## src/rtl/alsu_pkg.sv

```systemverilog
package alsu_pkg;

    typedef enum logic [1:0] {
        SRC_ADD = 2'b00,
        SRC_LOG = 2'b01,
        SRC_SHR = 2'b10,
        SRC_SHL = 2'b11
    } src_e;

    typedef enum logic [1:0] {
        FILL_ZERO = 2'b00,
        FILL_ROT  = 2'b01,
        FILL_SIGN = 2'b10,
        FILL_ZALT = 2'b11
    } fill_e;

    typedef struct packed {
        logic cout;
        logic ovf;
    } add_flags_t;

    function automatic logic logic_bit(input logic [1:0] fn, input logic a, input logic b);
        case (fn)
            2'b00:   return a ^ b;
            2'b01:   return a | b;
            2'b10:   return a & b;
            default: return ~a;
        endcase
    endfunction

    function automatic logic y_bit(input logic [1:0] pick, input logic b);
        case (pick)
            2'b00:   return b;
            2'b01:   return ~b;
            2'b10:   return 1'b0;
            default: return 1'b1;
        endcase
    endfunction

endpackage

```

## src/rtl/alsu_arith.sv

```systemverilog
module alsu_arith
    import alsu_pkg::*;
#(
    parameter int WIDTH = 4
) (
    input  logic [WIDTH-1:0] a,
    input  logic [WIDTH-1:0] b,
    input  logic [1:0]       pick,
    input  logic             cin,
    output logic [WIDTH-1:0] sum,
    output add_flags_t       flags
);
    localparam int TOP = WIDTH - 1;

    logic [WIDTH-1:0] y;
    logic [WIDTH:0]   full;

    for (genvar i = 0; i < WIDTH; i++) begin : g_y
        assign y[i] = y_bit(pick, b[i]);
    end

    always_comb begin
        full       = {1'b0, a} + {1'b0, y} + {{WIDTH{1'b0}}, cin};
        sum        = full[TOP:0];
        flags.cout = full[WIDTH];
        // carry into top bit recovered from the top-bit sum
        flags.ovf  = (a[TOP] ^ y[TOP] ^ full[TOP]) ^ full[WIDTH];
    end
endmodule

```

## src/rtl/alsu_logic.sv

```systemverilog
module alsu_logic
    import alsu_pkg::*;
#(
    parameter int WIDTH = 4
) (
    input  logic [WIDTH-1:0] a,
    input  logic [WIDTH-1:0] b,
    input  logic [1:0]       fn,
    output logic [WIDTH-1:0] res
);
    for (genvar i = 0; i < WIDTH; i++) begin : g_bit
        assign res[i] = logic_bit(fn, a[i], b[i]);
    end
endmodule

```

## src/rtl/alsu_shift.sv

```systemverilog
module alsu_shift
    import alsu_pkg::*;
#(
    parameter int WIDTH = 4
) (
    input  logic [WIDTH-1:0] a,
    input  fill_e            kind,
    output logic [WIDTH-1:0] right_src,
    output logic [WIDTH-1:0] left_src,
    output logic             sign_change
);
    localparam int TOP = WIDTH - 1;

    logic fill_r;
    logic fill_l;

    always_comb begin
        case (kind)
            FILL_ROT: begin
                fill_r = a[0];
                fill_l = a[TOP];
            end
            FILL_SIGN: begin
                fill_r = a[TOP];
                fill_l = 1'b0;
            end
            default: begin
                fill_r = 1'b0;
                fill_l = 1'b0;
            end
        endcase
    end

    for (genvar i = 0; i < WIDTH; i++) begin : g_nb
        if (i == TOP) begin : g_top
            assign right_src[i] = fill_r;
        end else begin : g_mid_r
            assign right_src[i] = a[i+1];
        end
        if (i == 0) begin : g_low
            assign left_src[i] = fill_l;
        end else begin : g_mid_l
            assign left_src[i] = a[i-1];
        end
    end

    assign sign_change = a[TOP] ^ a[TOP-1];
endmodule

```

## src/rtl/alsu_top.sv

```systemverilog
module alsu_top
    import alsu_pkg::*;
#(
    parameter int WIDTH = 4
) (
    input  logic [WIDTH-1:0] op_a,
    input  logic [WIDTH-1:0] op_b,
    input  logic [3:0]       unit_sel,
    input  logic             carry_in,
    input  logic [1:0]       fill_kind,
    output logic [WIDTH-1:0] result,
    output logic             carry_out,
    output logic             arith_ovf,
    output logic             shl_sign_flip
);
    src_e             src;
    logic [WIDTH-1:0] add_res;
    logic [WIDTH-1:0] log_res;
    logic [WIDTH-1:0] shr_res;
    logic [WIDTH-1:0] shl_res;
    add_flags_t       add_fl;
    logic             sgn_chg;

    assign src = src_e'(unit_sel[3:2]);

    alsu_arith #(.WIDTH(WIDTH)) u_arith (
        .a(op_a), .b(op_b), .pick(unit_sel[1:0]), .cin(carry_in),
        .sum(add_res), .flags(add_fl)
    );

    alsu_logic #(.WIDTH(WIDTH)) u_logic (
        .a(op_a), .b(op_b), .fn(unit_sel[1:0]), .res(log_res)
    );

    alsu_shift #(.WIDTH(WIDTH)) u_shift (
        .a(op_a), .kind(fill_e'(fill_kind)),
        .right_src(shr_res), .left_src(shl_res), .sign_change(sgn_chg)
    );

    for (genvar i = 0; i < WIDTH; i++) begin : g_sel
        always_comb begin
            case (src)
                SRC_ADD: result[i] = add_res[i];
                SRC_LOG: result[i] = log_res[i];
                SRC_SHR: result[i] = shr_res[i];
                default: result[i] = shl_res[i];
            endcase
        end
    end

    assign carry_out     = (src == SRC_ADD) & add_fl.cout;
    assign arith_ovf     = (src == SRC_ADD) & add_fl.ovf;
    assign shl_sign_flip = (src == SRC_SHL) & sgn_chg;
endmodule

```

## config.mk

```make
export PLATFORM = sky130hd
export DESIGN_NAME = alsu_top
export DESIGN_NICKNAME = d
export VERILOG_FILES = /design/src/rtl/alsu_pkg.sv /design/src/rtl/alsu_arith.sv /design/src/rtl/alsu_logic.sv /design/src/rtl/alsu_shift.sv /design/src/rtl/alsu_top.sv
export SDC_FILE = /design/constraint.sdc
export NUM_CORES = 1
export LEC_CHECK = 0
export BUFFER_PORTS_ARGS = -buffer_cell sky130_fd_sc_hd__buf_2
export CORE_AREA = 2 2 39 41
export DETAILED_ROUTE_END_ITERATION = 8
export DIE_AREA = 0 0 41 43
export PLACE_DENSITY = 0.78
export SLEW_MARGIN = 20
export SYNTH_ARGS = -nofsm -noshare
export SYNTH_HDL_FRONTEND = slang
export SYNTH_SLANG_ARGS = --single-unit
```

## constraint.sdc

```tcl
create_clock -name vclk -period 3.2
set_clock_uncertainty 0.2 [all_clocks]
set_input_delay 0.32 -clock vclk [all_inputs]
set_output_delay 0.32 -clock vclk [all_outputs]
set_load 0.005 [all_outputs]
```

==> impl_metrics.json <==
{
  "status": "finished, final reports clean",
  "grt_usage_pct": 13.8,
  "period_share_pct": 87.4,
  "layout.nets": 128,
  "post_cts_buffers": 0,
  "register_area_um2": 0,
  "wl_per_cell_um": 10.8,
  "sw_frac_of_total_pct": 48.7,
  "synthesis.nets": 108,
  "seq_cell_count": 0,
  "intPower_mw": 0.0574,
  "first_global_vias": 444,
  "max-cap-violations": 0,
  "crit_fanout": 8,
  "vias_per_cell": 5.11,
  "drive_gt1_share_pct": 25.0,
  "grt.met1_usage_pct": 20.1,
  "antenna_found_initial": 0,
  "power_leakage_nw": 0.416,
  "use_met2_pct": 23.8,
  "yosys_warnings": 0,
  "setup.worst_path.class": "input pin to output pin",
  "drtPass1Iterations": 4,
  "seq_power_share_pct": 0,
  "grt_max_degree": 13,
  "grt_pass1_wl_um": 1800,
  "p_sw_mw": 0.0545,
  "chipWidth_um": 41,
  "postLayoutCellArea_um2": 757,
  "p_total_mw": 0.112,
  "synth_cell_types": 26,
  "nClkBuffers": 0,
  "yosys.area.top_type": "ha_1",
  "drt_first_iter_violations": 4,
  "die_area_um2": 1760,
  "power_frac_clock_pct": 0,
  "num_vias": 572,
  "fp-row-count": 14,
  "p_comb_share_pct": 100.0,
  "worstMarginPinSlew_ns": 0.409,
  "wl_um": 1210,
  "syn_inst": 78,
  "synth.avg_cell_area_um2": 8.34,
  "hpwlAfterDp_um": 1080,
  "powerDensity_nw_per_um2": 148,
  "grt.overflow.total": 0,
  "coreArea_um2": 1380,
  "critPathLaunchType": "input pin",
  "portBuffers": 22,
  "rsz0062_at_grt": "false",
  "fin_tns_setup_ns": 0,
  "start_util_pct": 47.0,
  "grt-busiest-layer": "met2",
  "hold_path.class": "input pin to output pin",
  "hold_viol_final": 0,
  "slew_viol_final": 0,
  "area_delta_synth_final_pct": 16.3,
  "peakVddDrop_mv": 0.0654,
  "crit_arrival_ns": 2.28,
  "crit_path_end_kind": "output pin",
  "fin_crit_ns": 2.80,
  "syn-cell-area_um2": 651,
  "grt_util_met3_pct": 0,
  "place_area_um2": 757,
  "cts.hold.buffers_added": 0,
  "synth_area_leaders": "ha_1, mux4_1, inv_1",
  "routabilityCongestion": 0.823,
  "drc": 0,
  "max_freq_mhz": 357,
  "synth_top_cell_area_share_pct": 25.0,
  "die_y_um": 43,
  "dp_slack_ns": 0.395,
  "io_pins": 22,
  "multi_input_area_um2": 559,
  "synth-seq-area-share_pct": 0,
  "antenna_left": 0,
  "setup_viol": 0,
  "fillers": 135,
  "slew_headroom_pct": 72.4,
  "final.setup.worst_slack_ns": 0.402,
  "critPathRequiredTime_ns": 2.68,
  "n_antenna_cell": 0,
  "cts_resized": 0
}
## worst paths after layout
kind	start	to	slack [ns]	cells past startpoint
setup / recovery	unit_sel[1]	result[2]	0.40	8
hold / removal	unit_sel[2]	result[1]	0.82	3
## cell usage after synthesis, drive strengths merged (2+ instances only)
master,count
inv,18
buf,2
o21ai,4
and3,2
ha,13
clkbuf,2
nand2,2
fa,2
xnor2,5
a21oi,3
nand2b,4
mux4,5
xor2,2
nor2,4
## cell usage in the layout, fill, tap and decap left out, types with 2 or more instances in the layout
master,n
ha_1,13
fa_1,2
nand2b_1,4
and3_1,2
a21oi_1,3
o21ai_0,4
inv_1,18
mux4_1,3
mux4_2,2
buf_2,22
nand2_1,2
xor2_1,2
nor2_1,4
xnor2_1,5
## power by group through the flow
stage / clock, mW / combinational, mW / sequential (mW)
finish: 0 / 0.112 / 0
detailed placement: 0 / 0.114 / 0
floorplan: 0 / 0.0788 / 0
global placement: 0 / 0.108 / 0
global route: 0 / 0.127 / 0
CTS: 0 / 0.114 / 0
## layer usage
metal  part of all wire [%]  vias up
li1                       -      300
met1                     45      256
met2                     51       16
met3                    4.1        0
met4                      0        0
met5                      0        -
## metrics by stage
step	util, %	std cells	hold slack (ns)
6_report	54.7	112	0.815
3_5_place_dp	54.7	112	0.817
3_3_place_gp	54.7	112	0.810
4_1_cts	54.7	112	0.818
5_1_grt	54.7	112	0.842
2_1_floorplan	-	78	0.588
## cell type report
type                       count  share of cell area (%)
inverter                      18                    8.93
timing repair buffer          22                    14.5
tap                           16                    2.64
multi-input combinational     56                    73.9
## critical path: stages
cell	delay, ns
buf_2	0.17
nor2_1	0.08
xnor2_1	0.14
fa_1	0.40
fa_1	0.42
xnor2_1	0.15
mux4_2	0.44
buf_2	0.14
## logic make-up (layout without fill, tap and decap cells)
family / after synthesis / count (layout) / synth area share (%)
xor+xnor: 7 / 7 / 9.42
simple gates: 15 / 15 / 12.3
mux: 6 / 6 / 20.6
compound gates: 13 / 13 / 12.5
fa+ha+maj: 15 / 15 / 31.2
buf+inv: 22 / 40 / 14.0
Note: power is estimated with default switching activity, not from simulation.
